### config.mk
export PLATFORM = sky130hd
export DESIGN_NAME = m2s_dma
export DESIGN_NICKNAME = d
export VERILOG_FILES = /design/src/rtl/m2s_dma_pkg.sv /design/src/rtl/m2s_dma_regs.sv /design/src/rtl/m2s_dma_fifo.sv /design/src/rtl/m2s_dma_track.sv /design/src/rtl/m2s_dma.sv
export SDC_FILE = /design/constraint.sdc
export NUM_CORES = 1
export LEC_CHECK = 0
export BUFFER_PORTS_ARGS = -buffer_cell sky130_fd_sc_hd__buf_4
export CAP_MARGIN = 20
export CORE_MARGIN = 2
export CORE_UTILIZATION = 40
export CTS_BUF_LIST = sky130_fd_sc_hd__clkbuf_4
export DETAILED_ROUTE_END_ITERATION = 10
export PLACE_DENSITY_LB_ADDON = 0.1
export SLEW_MARGIN = 5
export SYNTH_ARGS = -nofsm -noshare
export SYNTH_HDL_FRONTEND = slang
export SYNTH_HIERARCHICAL = 1
export SYNTH_SLANG_ARGS = --single-unit
### constraint.sdc
create_clock -name clk -period 3.55 [get_ports clk]
set_input_delay 0.1775 -clock clk [delete_from_list [all_inputs] [get_ports clk]]
set_output_delay 0.1775 -clock clk [all_outputs]
set_load 0.02 [all_outputs]
### src/rtl/m2s_dma_pkg.sv
package m2s_dma_pkg;

  localparam int REG_OFF_W   = 4;
  localparam int REG_DW      = 32;
  localparam int WORD_BYTES  = 4;
  localparam int CTRL_GO_BIT = 0;

  typedef enum logic [1:0] {
    SEL_ADDR  = 2'd0,
    SEL_COUNT = 2'd1,
    SEL_CTRL  = 2'd2,
    SEL_NONE  = 2'd3
  } reg_sel_e;

  // Word-aligned offsets only; anything else selects nothing.
  function automatic reg_sel_e decode_sel(input logic [REG_OFF_W-1:0] off);
    if (off[1:0] != 2'b00) return SEL_NONE;
    case (off[3:2])
      2'd0:    return SEL_ADDR;
      2'd1:    return SEL_COUNT;
      2'd2:    return SEL_CTRL;
      default: return SEL_NONE;
    endcase
  endfunction

endpackage

### src/rtl/m2s_dma_regs.sv
module m2s_dma_regs
  import m2s_dma_pkg::*;
#(
  parameter int ADDR_W = 32,
  parameter int CNT_W  = 16
) (
  input  logic                 clk,
  input  logic                 rst_n,
  input  logic                 reg_wr_en,
  input  logic                 reg_rd_en,
  input  logic [REG_OFF_W-1:0] reg_addr,
  input  logic [REG_DW-1:0]    reg_wr_data,
  output logic [REG_DW-1:0]    reg_rd_data,
  output logic                 reg_rd_valid,
  input  logic                 issue_i,
  input  logic                 finish_i,
  output logic [ADDR_W-1:0]    cur_addr_o,
  output logic [CNT_W-1:0]     remaining_o,
  output logic                 run_o,
  output logic                 start_o,
  output logic                 start_empty_o,
  output logic [CNT_W-1:0]     start_count_o
);

  logic [ADDR_W-1:0] addr_q;
  logic [CNT_W-1:0]  cnt_q;
  logic              run_q;
  logic              go_req;
  reg_sel_e          sel;

  assign sel    = decode_sel(reg_addr);
  assign go_req = reg_wr_en && !run_q && (sel == SEL_CTRL) && reg_wr_data[CTRL_GO_BIT];

  assign start_o       = go_req && (cnt_q != '0);
  assign start_empty_o = go_req && (cnt_q == '0);
  assign start_count_o = cnt_q;
  assign cur_addr_o    = addr_q;
  assign remaining_o   = cnt_q;
  assign run_o         = run_q;

  always_ff @(posedge clk) begin
    if (!rst_n) begin
      addr_q <= '0;
      cnt_q  <= '0;
      run_q  <= 1'b0;
    end else begin
      // Programming is only accepted while idle.
      if (reg_wr_en && !run_q) begin
        if (sel == SEL_ADDR)  addr_q <= {reg_wr_data[ADDR_W-1:2], 2'b00};
        if (sel == SEL_COUNT) cnt_q  <= reg_wr_data[CNT_W-1:0];
      end
      if (start_o)       run_q <= 1'b1;
      else if (finish_i) run_q <= 1'b0;
      // Issue only happens while running, so it never meets a write.
      if (issue_i) begin
        addr_q <= addr_q + ADDR_W'(WORD_BYTES);
        cnt_q  <= cnt_q - 1'b1;
      end
    end
  end

  always_ff @(posedge clk) begin
    if (!rst_n) begin
      reg_rd_valid <= 1'b0;
      reg_rd_data  <= '0;
    end else begin
      reg_rd_valid <= reg_rd_en;
      if (reg_rd_en) begin
        case (sel)
          SEL_ADDR:  reg_rd_data <= REG_DW'(addr_q);
          SEL_COUNT: reg_rd_data <= REG_DW'(cnt_q);
          SEL_CTRL:  reg_rd_data <= {{(REG_DW-1){1'b0}}, run_q};
          default:   reg_rd_data <= '0;
        endcase
      end
    end
  end

endmodule

### src/rtl/m2s_dma_fifo.sv
module m2s_dma_fifo #(
  parameter int WIDTH = 32,
  parameter int DEPTH = 4
) (
  input  logic                       clk,
  input  logic                       rst_n,
  input  logic                       push_i,
  input  logic [WIDTH-1:0]           push_data_i,
  input  logic                       pop_i,
  output logic [WIDTH-1:0]           head_o,
  output logic                       not_empty_o,
  output logic [$clog2(DEPTH+1)-1:0] count_o
);

  localparam int PTR_W = (DEPTH > 1) ? $clog2(DEPTH) : 1;
  localparam int OCC_W = $clog2(DEPTH + 1);

  logic [WIDTH-1:0] mem [DEPTH];
  logic [PTR_W-1:0] wr_ptr, rd_ptr;
  logic [OCC_W-1:0] occ_q;

  function automatic logic [PTR_W-1:0] bump(input logic [PTR_W-1:0] p);
    return (p == PTR_W'(DEPTH - 1)) ? '0 : p + 1'b1;
  endfunction

  always_ff @(posedge clk) begin
    if (push_i) mem[wr_ptr] <= push_data_i;
  end

  always_ff @(posedge clk) begin
    if (!rst_n) begin
      wr_ptr <= '0;
      rd_ptr <= '0;
      occ_q  <= '0;
    end else begin
      if (push_i) wr_ptr <= bump(wr_ptr);
      if (pop_i)  rd_ptr <= bump(rd_ptr);
      case ({push_i, pop_i})
        2'b10:   occ_q <= occ_q + 1'b1;
        2'b01:   occ_q <= occ_q - 1'b1;
        default: occ_q <= occ_q;
      endcase
    end
  end

  assign head_o      = mem[rd_ptr];
  assign not_empty_o = (occ_q != '0);
  assign count_o     = occ_q;

endmodule

### src/rtl/m2s_dma_track.sv
module m2s_dma_track #(
  parameter int CNT_W  = 16,
  parameter int DONE_W = 16
) (
  input  logic              clk,
  input  logic              rst_n,
  input  logic              start_i,
  input  logic              start_empty_i,
  input  logic [CNT_W-1:0]  start_count_i,
  input  logic              beat_i,
  output logic              last_o,
  output logic              finish_o,
  output logic [DONE_W-1:0] done_count_o,
  output logic              done_pulse_o
);

  logic [CNT_W-1:0]  left_q;
  logic [DONE_W-1:0] done_q;
  logic              pulse_q;
  logic              complete;

  // Beats still to be accepted; the head beat is the last when one remains.
  assign last_o   = (left_q == CNT_W'(1));
  assign finish_o = beat_i && last_o;
  assign complete = finish_o || start_empty_i;

  always_ff @(posedge clk) begin
    if (!rst_n) begin
      left_q  <= '0;
      done_q  <= '0;
      pulse_q <= 1'b0;
    end else begin
      if (start_i)     left_q <= start_count_i;
      else if (beat_i) left_q <= left_q - 1'b1;
      pulse_q <= complete;
      if (complete) done_q <= done_q + 1'b1;
    end
  end

  assign done_count_o = done_q;
  assign done_pulse_o = pulse_q;

endmodule

### src/rtl/m2s_dma.sv
module m2s_dma
  import m2s_dma_pkg::*;
#(
  parameter int ADDR_W     = 32,
  parameter int DATA_W     = 32,
  parameter int CNT_W      = 16,
  parameter int DONE_W     = 16,
  parameter int FIFO_DEPTH = 4
) (
  input  logic                 clk,
  input  logic                 rst_n,
  input  logic                 reg_wr_en,
  input  logic                 reg_rd_en,
  input  logic [REG_OFF_W-1:0] reg_addr,
  input  logic [REG_DW-1:0]    reg_wr_data,
  output logic [REG_DW-1:0]    reg_rd_data,
  output logic                 reg_rd_valid,
  output logic                 mem_rd_en,
  output logic [ADDR_W-1:0]    mem_rd_addr,
  input  logic [DATA_W-1:0]    mem_rd_data,
  input  logic                 mem_rd_valid,
  output logic                 out_valid,
  output logic [DATA_W-1:0]    out_data,
  output logic                 out_last,
  input  logic                 out_ready,
  output logic                 busy,
  output logic [DONE_W-1:0]    done_count,
  output logic                 done_pulse
);

  localparam int OCC_W = $clog2(FIFO_DEPTH + 1);
  localparam int SUM_W = OCC_W + 1;

  logic [ADDR_W-1:0] cur_addr;
  logic [CNT_W-1:0]  remaining, start_count;
  logic              run, start, start_empty;
  logic [OCC_W-1:0]  inflight_q, fifo_occ;
  logic              fifo_ne, beat, last, finish, credit_ok;

  m2s_dma_regs #(.ADDR_W(ADDR_W), .CNT_W(CNT_W)) u_regs (
    .clk(clk), .rst_n(rst_n),
    .reg_wr_en(reg_wr_en), .reg_rd_en(reg_rd_en), .reg_addr(reg_addr),
    .reg_wr_data(reg_wr_data), .reg_rd_data(reg_rd_data), .reg_rd_valid(reg_rd_valid),
    .issue_i(mem_rd_en), .finish_i(finish),
    .cur_addr_o(cur_addr), .remaining_o(remaining), .run_o(run),
    .start_o(start), .start_empty_o(start_empty), .start_count_o(start_count)
  );

  // A read is only issued when a FIFO slot is already reserved for it,
  // because the memory cannot be stalled on its return path.
  assign credit_ok = (SUM_W'(inflight_q) + SUM_W'(fifo_occ)) < SUM_W'(FIFO_DEPTH);
  assign mem_rd_en   = run && (remaining != '0) && credit_ok;
  assign mem_rd_addr = cur_addr;

  always_ff @(posedge clk) begin
    if (!rst_n) begin
      inflight_q <= '0;
    end else begin
      case ({mem_rd_en, mem_rd_valid})
        2'b10:   inflight_q <= inflight_q + 1'b1;
        2'b01:   inflight_q <= inflight_q - 1'b1;
        default: inflight_q <= inflight_q;
      endcase
    end
  end

  m2s_dma_fifo #(.WIDTH(DATA_W), .DEPTH(FIFO_DEPTH)) u_fifo (
    .clk(clk), .rst_n(rst_n),
    .push_i(mem_rd_valid), .push_data_i(mem_rd_data),
    .pop_i(beat), .head_o(out_data),
    .not_empty_o(fifo_ne), .count_o(fifo_occ)
  );

  assign out_valid = fifo_ne;
  assign beat      = out_valid && out_ready;
  assign out_last  = fifo_ne && last;
  assign busy      = run;

  m2s_dma_track #(.CNT_W(CNT_W), .DONE_W(DONE_W)) u_track (
    .clk(clk), .rst_n(rst_n),
    .start_i(start), .start_empty_i(start_empty), .start_count_i(start_count),
    .beat_i(beat), .last_o(last), .finish_o(finish),
    .done_count_o(done_count), .done_pulse_o(done_pulse)
  );

endmodule

# [Yosys cells after proc, flatten, opt, wreduce, memory -nomap -nowiden]
# Memory sizes are Yosys's and may differ from the RTL's. A register that Yosys moved wholly into a read port is not among the register bits.
# Index checks and enable logic that the tools add are counted.
[op_classes] n_addsub=11 magnitude_cmp=1 n_eq_ne=11 mux=23 reduce_logical=27
[op_table] cell="$mux 32" n=3
[op_table] cell="$pmux 32 s3" n=1
[op_table] cell="$mux 16" n=5
[op_table] cell="$add 32x3->32 const B" n=1
[op_table] cell="$sub 16x1->16 const B" n=2
[op_table] cell="$add 16x1->16 const B" n=1
[op_table] cell="$eq 16x1->1 const B" n=1
[op_table] cell="$logic_not 16->1" n=1
[op_table] cell="$reduce_bool 16->1" n=1
[op_table] cell="$reduce_bool 2->1" n=8
[op_table] cell="$eq 2x2->1 const B" n=6
[op_table] cell="$mux 2" n=6
[op_table] cell="$pmux 3 s2" n=2
[op_table] cell="$logic_and 1x1->1" n=10
[op_table] cell="$eq 2x1->1 const B" n=4
[op_table] cell="$add 3x1->3 const B" n=2
[op_table] cell="$pmux 2 s3" n=1
[op_table] cell="$sub 3x1->3 const B" n=2
[op_table] cell="$mux 1" n=5
[op_table] cell="$add 2x1->2 const B" n=2
[op_table] cell="$add 3x3->4" n=1
[op_table] cell="$logic_not 2->1" n=2
[op_table] cell="$lt 4x3->1 const B" n=1
[op_table] cell="$reduce_and 2->1" n=2
[op_table] cell="other kinds (3)" n=3
[word_totals] reg_bits=125 ram_bits=128 input_bits=74 out_inout_bits=118 wordCells=86 mem_count=1
[mem_list] memory="u_fifo.mem" words=4 width=32 rd=1 rd_ports_with_merged_regs=1 wr=1 line="m2s_dma_fifo.sv:18" rtl="logic [WIDTH-1:0] mem [DEPTH];"

# [Logic depth before layout (Yosys ltp)]
# Gate-level depths: netlist of the first run.
[logic_depth] ltp_word=8 depth_mapped=11 ltp_nobuf=10

# [Hierarchy]
# Netlist of the first run, hierarchy kept.
[modules_own_cells] mod="m2s_dma_fifo" instances=1 cells_per_inst=209 area_each_um2=5107.4 seq_area_each_um2=4023.9
[modules_own_cells] mod="m2s_dma_regs" instances=1 cells_per_inst=535 area_each_um2=4326.6 seq_area_each_um2=1601.5
[modules_own_cells] mod="m2s_dma_track" instances=1 cells_per_inst=204 area_each_um2=1706.6 seq_area_each_um2=660.6
[modules_own_cells] mod="m2s_dma" instances=1 cells_per_inst=30 area_each_um2=255.2 seq_area_each_um2=60.1

# [Worst setup path after synthesis of the first run]
# OpenSTA, ideal clock, no wires.
[synth_timing] path_kind="reg2reg" start="register inflight_q[2]" end="register u_regs.addr_q[31] (netlist: u_regs/cur_addr_o[31])" setup_ns=0.120 t_arrival_ns=2.676 required_ns=3.430 path_slack_ns=0.754 stages_incl_launch_ff=10 path_buffers=2 synth_period_minus_slack_ns=2.796 cell_sequence="dfxtp_1 ha_1 nor4b_1 and3_1 clkbuf_1 nand4_1 or2_2 clkbuf_1 or3_1 a211o_1"
[synth_via] elab_chain_len=5 word_cells_on_any_way=7 classes_between="1 x add/sub; 1 x order compare; 1 x mux; 4 x reduce/logical"
[synth_lines] element="start: declaration" line="m2s_dma.sv:37" rtl="logic [OCC_W-1:0] inflight_q, fifo_occ;"
[synth_lines] element="start signal: assignment" line="m2s_dma.sv:60" rtl="2'b10: inflight_q <= inflight_q + 1'b1;"
[synth_lines] element="start signal: assignment" line="m2s_dma.sv:61" rtl="2'b01: inflight_q <= inflight_q - 1'b1;"
[synth_lines] element="start signal: assignment" line="m2s_dma.sv:62" rtl="default: inflight_q <= inflight_q;"
[synth_lines] element="$add 3x3->4 *" line="m2s_dma.sv:51" rtl="assign credit_ok = (SUM_W'(inflight_q) + SUM_W'(fifo_occ)) < SUM_W'(FIFO_DEPTH);"
[synth_lines] element="$lt 4x3->1 *" line="m2s_dma.sv:51"
[synth_lines] element="$logic_and 1x1->1 *" line="m2s_dma.sv:52" rtl="assign mem_rd_en = run && (remaining != '0) && credit_ok;"
[synth_lines] element="named net mem_rd_en" line="m2s_dma.sv:18" rtl="output logic mem_rd_en,"
[synth_lines] element="$reduce_bool 2->1 (no source line)"
[synth_lines] element="$reduce_and 2->1 (no source line)"
[synth_lines] element="end signal: assignment" line="m2s_dma_regs.sv:49" rtl="if (sel == SEL_ADDR) addr_q <= {reg_wr_data[ADDR_W-1:2], 2'b00};"
[synth_lines] element="end signal: assignment" line="m2s_dma_regs.sv:56" rtl="addr_q <= addr_q + ADDR_W'(WORD_BYTES);"
[synth_lines] element="end: declaration" line="m2s_dma_regs.sv:25" rtl="logic [ADDR_W-1:0] addr_q;"
# Mark *: on every way through the listed nets, which the timed path passes. The rest lies on a longest branch.
# A chain may end at the register's enable or synchronous reset.

# [Worst setup path after layout of the first run]
[layout_timing] start="register u_regs.cnt_q[0] (netlist: u_regs/remaining_o[0])" end="register u_regs.addr_q[31] (netlist: u_regs/cur_addr_o[31])"
[layout_via] elab_chain_len=5 word_cells_on_any_way=7 classes_between="1 x mux; 6 x reduce/logical"
[layout_lines] element="start: declaration" line="m2s_dma_regs.sv:26" rtl="logic [CNT_W-1:0] cnt_q;"
[layout_lines] element="start signal: assignment" line="m2s_dma_regs.sv:50" rtl="if (sel == SEL_COUNT) cnt_q <= reg_wr_data[CNT_W-1:0];"
[layout_lines] element="start signal: assignment" line="m2s_dma_regs.sv:57" rtl="cnt_q <= cnt_q - 1'b1;"
[layout_lines] element="$reduce_bool 16->1 *" line="m2s_dma.sv:52"
[layout_lines] element="$logic_and 1x1->1 * (2 in a row)" line="m2s_dma.sv:52"
[layout_lines] element="$reduce_bool 2->1 (no source line)"
[layout_lines] element="$reduce_and 2->1 (no source line)"
# Every way passes the cells marked *; elsewhere a longest branch is shown, timed or not.

==> results of run 1 <==
-- registers in the layout, summed over array words and instances, names as in the netlist, 3 cells and up, named ones only --
name	cells
u_track/left_q	16
u_fifo/count_o	3
u_track/done_count_o	16
u_regs/reg_rd_data	32
u_fifo/mem	128
u_regs/remaining_o	16
inflight_q	3
u_regs/cur_addr_o	30
-- logic make-up after synthesis --
family | count (synthesis) | share of synthesized area [%]
and+or+nand+nor | 338 | 16.5
DFF | 253 | 55.7
AOI/OAI and AO/OA | 207 | 12.6
buffers and inverters | 103 | 4.68
muxes | 42 | 7.27
xor gates and xnor gates | 18 | 1.38
adders and majority gates | 16 | 1.89
other | 1 | 0.0329
-- worst max-delay path, delay by kind of cell, from the launching register on --
kind / cells / cell delay (ns)
AND/OR/NAND/NOR: 5 / 1.84
buffers and inverters: 2 / 0.28
AO/OA/AOI/OAI: 1 / 0.28
flip-flops: 1 / 0.40
-- per-layer routing --
layer / vias to the layer above / wire [um] / global-route usage, %
li1: 4381 / - / -
met1: 4423 / 13900 / 27.5
met2: 359 / 14500 / 32.3
met3: 65 / 2110 / 4.86
met4: 2 / 726 / 7.56
met5: - / 13 / 0
-- final cells by class --
cell class / instances / area (sq um)
Fill cell: 2586 / 13100
Sequential cell: 253 / 6350
Multi-Input combinational cell: 623 / 4540
Timing Repair Buffer: 284 / 2320
Clock buffer: 117 / 878
Tap cell: 378 / 473
Clock inverter: 13 / 143
Inverter: 29 / 109
Antenna cell: 1 / 2.50
-- what timing repair did --
action	4_1_cts	5_1_grt
endpoints found under the hold margin	183	1
buffers inserted	0	0
hold buffers	68	1
-- placed cells by master (no fill, tap or decap), types with 9 or more instances in the layout --
cell,n
buf_4,213
edfxtp_1,128
dfxtp_1,124
clkbuf_4,117
dlygate4sd3_1,69
nor2_1,61
a21oi_1,56
nand3_1,52
nand2_1,46
mux4_2,30
a211oi_1,28
inv_1,26
nand2b_1,23
o21ai_0,22
nor4_1,19
nand4_1,18
or3_1,18
a22oi_1,17
nor3_1,16
or4_1,16
a31oi_1,15
and2_1,14
ha_1,14
and3_1,11
xnor2_1,10
mux2i_1,10
nor2b_1,9
-- worst paths after layout --
kind | endpoint | cells after the start | from | slack [ns]
setup / recovery | u_regs/cur_addr_o[31] | 8 | u_regs/remaining_o[0] | 0.66
hold / removal | u_regs/reg_rd_data[2] | 4 | reg_addr[0] | 0.05
setup reg to reg | u_regs/cur_addr_o[31] | 8 | u_regs/remaining_o[0] | 0.66
hold reg to reg | u_regs/reg_rd_data[30] | 2 | u_regs/reg_rd_data[30] | 0.47
-- power groups by stage --
stage               Sequential (W)  Combinational [W]  Clock (W)
detailed placement         0.00353            0.00165          0
CTS                        0.00347            0.00171    0.00304
finish                     0.00347            0.00170    0.00294
global route               0.00350            0.00187    0.00321
floorplan                  0.00347            0.00119          0
global placement           0.00353            0.00165          0
-- through the flow --
stage / instances / hold WS [ns] / power, W / util, % / instance area, sq um
detailed placement: 1497 / 0.384 / 0.00518 / 46.8 / 13100
global placement: 1497 / 0.382 / 0.00517 / 46.8 / 13100
floorplan: 979 / 0.276 / 0.00466 / - / 11400
finish: 1698 / 0.0454 / 0.00811 / 53.0 / 14800
global route: 1698 / 0.000221 / 0.00857 / 53.0 / 14800
CTS: 1695 / 0.00753 / 0.00822 / 52.9 / 14800
==> flow_summary.ini, run 1 <==
[grt]
grt_max_degree = 66
grt_usage_pct = 20.4
grt-ovfl-total = 0
antenna_found_initial = 2
grt_first_pass_wirelength_um = 48900
grt_pass1_vias = 9019

[critical_path]
startpoint_type = register
cpMostUsedCell = and3_1
required_ns = 4.11
critical_path_class = register to register
cp-end-kind = register
arrival_ns = 3.45
cp_slowest_cell = nand3_1
crit_path_max_incr_delay_ns = 0.54
crit_path_cell_trace = nor4_1 -> nand4_1 -> and3_1 -> clkinv_1 -> buf_4 -> nand3_1 -> and3_1 -> a211o_1
crit_fanout = 17

[route]
route.detailed.drc = 0
dr.first_iter.drc_count = 568
wl_per_cell_um = 18.4
routed_wl_um = 31200
dr.pass1.iters = 5
ant_nets = 0
viasPerCell = 5.44
num_vias = 9230

[yosys]
synth.distinct_cells = 79
synth.area.top_cells = edfxtp_1 (34%), dfxtp_1 (22%), mux4_2 (5.9%)
ys_seq_elements = 253
yosysSeqAreaShare_pct = 55.7
synth_top_cell_area_share_pct = 33.7
synth-main-ff-cell = edfxtp_1
synth_edf_count = 128
syn_inst = 978
synth_area_per_cell_sq_um = 11.7
yosys.area.top_type = edfxtp_1
yosys_warnings = 6
synth_commonest_cells = edfxtp_1 (128), dfxtp_1 (125), nor2_1 (61)
async_flop_share_pct = 0
yosysMostFrequentCell = edfxtp_1
syn_area_sq_um = 11400

[power_and_ir_drop]
switching_share_pct = 28.4
power.internal_w = 0.00580
vdd_drop_max_mv = 0.234
powerDensity_nw_per_um2 = 547
combPwrFrac_pct = 21.0
p_sw_w = 0.00230
p_clk_share_pct = 36.3
leakage_nw = 5.51
seqPwrFrac_pct = 42.7

[floorplan]
dieArea_sq_um = 29900
core_area_sq_um = 27900
die_x_um = 173
num_rows = 61
top_level_ports = 192
floorplan.initialDensity_pct = 40.8
dieHeight_um = 173

[timing]
setup_ws_ns = 0.662
rsz0062_at_grt = false
drv_slew = 0
worst_slew_pin_slew_ns = 0.918
finalHoldViolations = 0
tns_ns = 0
fmax_mhz = 346
final-setup-viol-count = 0
min_period_ns = 2.89
fin_skew_ns = 0.0403
slew_headroom_pct = 38.8
finalCritPeriodShare_pct = 81.3

[layout]
drive_gt1_share_pct = 30.1
nets = 1352
area_delta_synth_final_pct = 30.0

[clock_network]
clock_latency_ns = 0.67
cts_inserted_buffers = 71
htreeDepth = 3
clock_path_buffers = 3
clockRootBuffer = clkbuf_4
clkSlewWorstSetupHoldPaths_ns = 0.07
cts.repair.resized = 0
clock-sinks = 253
cts_tree = built

[outcome]
status = completed

[place]
pre_cts_slack_ns = 0.712
port_buffers = 189
place.gp.congestion = 0.849
hpwl_um = 21000

[hold_path]
hold_path.class = primary input to register

[flow_run]
cap_violations = 0
Note: power is estimated with default switching activity, not from simulation.
==> inputs of run 2 (changes only) <==
--- a/config.mk
+++ b/config.mk
@@ -5,6 +5,7 @@
 export SDC_FILE = /design/constraint.sdc
 export NUM_CORES = 1
 export LEC_CHECK = 0
+export ABC_AREA = 1
 export BUFFER_PORTS_ARGS = -buffer_cell sky130_fd_sc_hd__buf_4
 export CAP_MARGIN = 20
 export CORE_MARGIN = 2
==> constraint.sdc (replaced) <==
create_clock -name clk -period 2.8 [get_ports clk]
set_input_delay 0.14 -clock clk [delete_from_list [all_inputs] [get_ports clk]]
set_output_delay 0.14 -clock clk [all_outputs]
set_load 0.02 [all_outputs]
==> run 2 against run 1 <==
Against the previous run: clock power is 11% higher; register-to-register slack got worse by 0.44 ns; die area up 10%; count of clock-buffer cells in the layout fell by 17; fmax grew 12%; global-route usage up 1.7 points; synthesized area grew 10%; clock skew increased by 0.016 ns.
==> flow_summary.ini, run 2 <==
[layout]
regArea_sq_um = 6350
nFillCells = 3005
layout_commonest_cell = nand2_1
mostFrequentLayoutCells = nand2_1 (299), nor2_1 (228), buf_4 (208)
multiInputGateArea_sq_um = 5130
nets = 1907
regMostFlops = u_fifo/mem
fin_area_sq_um = 15900
drive_gt1_share_pct = 20.6
largest_register_ffs = 128
area_delta_synth_final_pct = 26.2

[critical_path]
crit_path_cell_trace = ha_1 -> nand3_1 -> nand4_1 -> a21oi_4 -> inv_2 -> buf_4 -> nor2_2 -> nand3_1 -> nand2_1 -> nand3_1 -> nand2_1 -> dlygate4sd3_1 -> inv_1
cp_slowest_cell = dlygate4sd3_1
required_ns = 3.36
arrival_ns = 3.14
cpMostUsedCell = nand3_1
critical_path_class = register to register
cp-end-kind = register
startpoint_type = register
crit_path_max_incr_delay_ns = 0.55
crit_fanout = 36

[yosys]
synth_area_per_cell_sq_um = 8.23
synth.area.top_cells = edfxtp_1 (31%), dfxtp_1 (20%), nand2_1 (8.9%)
yosysSeqAreaShare_pct = 50.5
synth.distinct_cells = 48
syn_inst = 1527
synth_commonest_cells = nand2_1 (299), nor2_1 (228), inv_1 (145)
synth-main-ff-cell = edfxtp_1
synth_top_cell_area_share_pct = 30.6
yosys_warnings = 6
async_flop_share_pct = 0
yosys.area.top_type = edfxtp_1
ys_seq_elements = 253
syn_area_sq_um = 12600
synth_edf_count = 128
yosysMostFrequentCell = nand2_1

[power_and_ir_drop]
powerDensity_nw_per_um2 = 667
p_total_w = 0.0106
p_sw_w = 0.00368
vdd_drop_max_mv = 0.308
power.internal_w = 0.00690
leakage_nw = 6.48
switching_share_pct = 34.8
seqPwrFrac_pct = 41.3
p_clk_share_pct = 30.8
combPwrFrac_pct = 27.9

[floorplan]
num_rows = 64
dieArea_sq_um = 32800
die_x_um = 181
floorplan.initialDensity_pct = 40.9
top_level_ports = 192
dieHeight_um = 181
core_area_sq_um = 30700

[hold_path]
hold_path.class = primary input to register

[timing]
worst_slew_pin_slew_ns = 0.962
finalCritPeriodShare_pct = 92.2
rsz0062_at_grt = false
hold_slack_ns = 0.0572
final-setup-viol-count = 0
fmax_mhz = 388
drv_slew = 0
tns_ns = 0
slew_headroom_pct = 35.5
fin_skew_ns = 0.0566
finalHoldViolations = 0
min_period_ns = 2.58

[route]
ant_nets = 0
viasPerCell = 5.11
num_vias = 11535
dr.first_iter.drc_count = 856
dr.pass1.iters = 5
route.detailed.drc = 0
routed_wl_um = 36900
wl_per_cell_um = 16.4

[place]
place.gp.congestion = 0.925
port_buffers = 189
placed_area_sq_um = 14200
hpwl_um = 24400

[clock_network]
clock_latency_ns = 0.69
clkSlewWorstSetupHoldPaths_ns = 0.07
clock_path_buffers = 3
clockRootBuffer = clkbuf_4
htreeDepth = 3
cts_tree = built
post_cts_buffers = 0
clock-sinks = 253
cts_inserted_buffers = 71

[grt]
antenna_found_initial = 1
grt_max_degree = 66
grt_pass1_vias = 10883
grt_first_pass_wirelength_um = 58200
grt-ovfl-total = 0
grt_usage_pct = 22.1

[outcome]
status = completed

[flow_run]
cap_violations = 0
[run 2: cell types whose count changed after synthesis, moves of 17 or more]
cell / delta
o21ai_0: +93
nand2b_1: -23
clkbuf_1: -17
nand2_1: +253
o22ai_1: +32
inv_1: +118
or3_1: -18
mux4_2: -30
nand3_1: +40
a211oi_1: -27
nor4_1: -17
nor2_1: +167
a21oi_1: +23
o21ai_1: +35
[run 2: worst max-delay path: cells and delay by family (launching register included)]
family	cells	cell delay, ns
flip-flops	1	0.40
AO/OA/AOI/OAI	1	0.18
buffers and inverters	4	0.92
adder cells (fa/ha/maj)	1	0.25
AND/OR/NAND/NOR	7	0.69
[run 2: metrics by stage]
stage               setup WS, ns  utilization (%)  instances
floorplan                  0.556                -       1528
global placement           0.520             46.1       2057
detailed placement         0.471             46.1       2057
CTS                        0.106             51.6       2257
global route            0.000810             51.6       2258
finish                     0.220             51.6       2258
[run 2: path summary, 6_finish.rpt]
path	slack, ns	startpoint	cells past startpoint	endpoint
max	0.22	u_fifo/count_o[1]	13	u_regs/cur_addr_o[19]
min	0.06	reg_addr[3]	7	u_regs/reg_rd_data[3]
max reg2reg	0.22	u_fifo/count_o[1]	13	u_regs/cur_addr_o[19]
min reg2reg	0.49	u_fifo/rd_ptr[0]	2	register
[run 2: repair_timing]
action                                  CTS  global route
endpoints found under the hold margin   211             0
resized for setup                         0             2
hold buffers                             83             0
endpoints found under the setup margin    0             4
[run 2: layout make-up]
class,count,area share [%]
Tap cell,396,3.12
Sequential cell,253,40.0
Clock buffer,100,4.73
Inverter,158,3.80
Multi-Input combinational cell,1040,32.4
Clock inverter,17,0.631
Antenna cell,1,0.0158
Timing Repair Buffer,293,15.3
[run 2: power by group through the flow]
stage	combinational, W	clock [W]	sequential, W
after floorplan	0.00197	0	0.00441
after global placement	0.00285	0	0.00445
after detailed placement	0.00287	0	0.00445
after CTS	0.00296	0.00340	0.00437
after global routing	0.00326	0.00360	0.00440
final	0.00295	0.00326	0.00437
[run 2: cells by family after synthesis]
kind of cell,Yosys count,share of synthesized area [%]
AND/OR/NAND/NOR,690,23.8
AO/OA/AOI/OAI,318,14.3
flip-flops,253,50.5
buffers and inverters,235,8.74
adder cells (fa/ha/maj),16,1.71
XOR/XNOR,14,0.976
other,1,0.0298
[run 2: metal layers]
metal	GRT usage, %	part of all wire [%]
met4	7.48	2.2
met1	29.1	44
met5	0	0
met3	4.68	6.8
met2	36.4	47
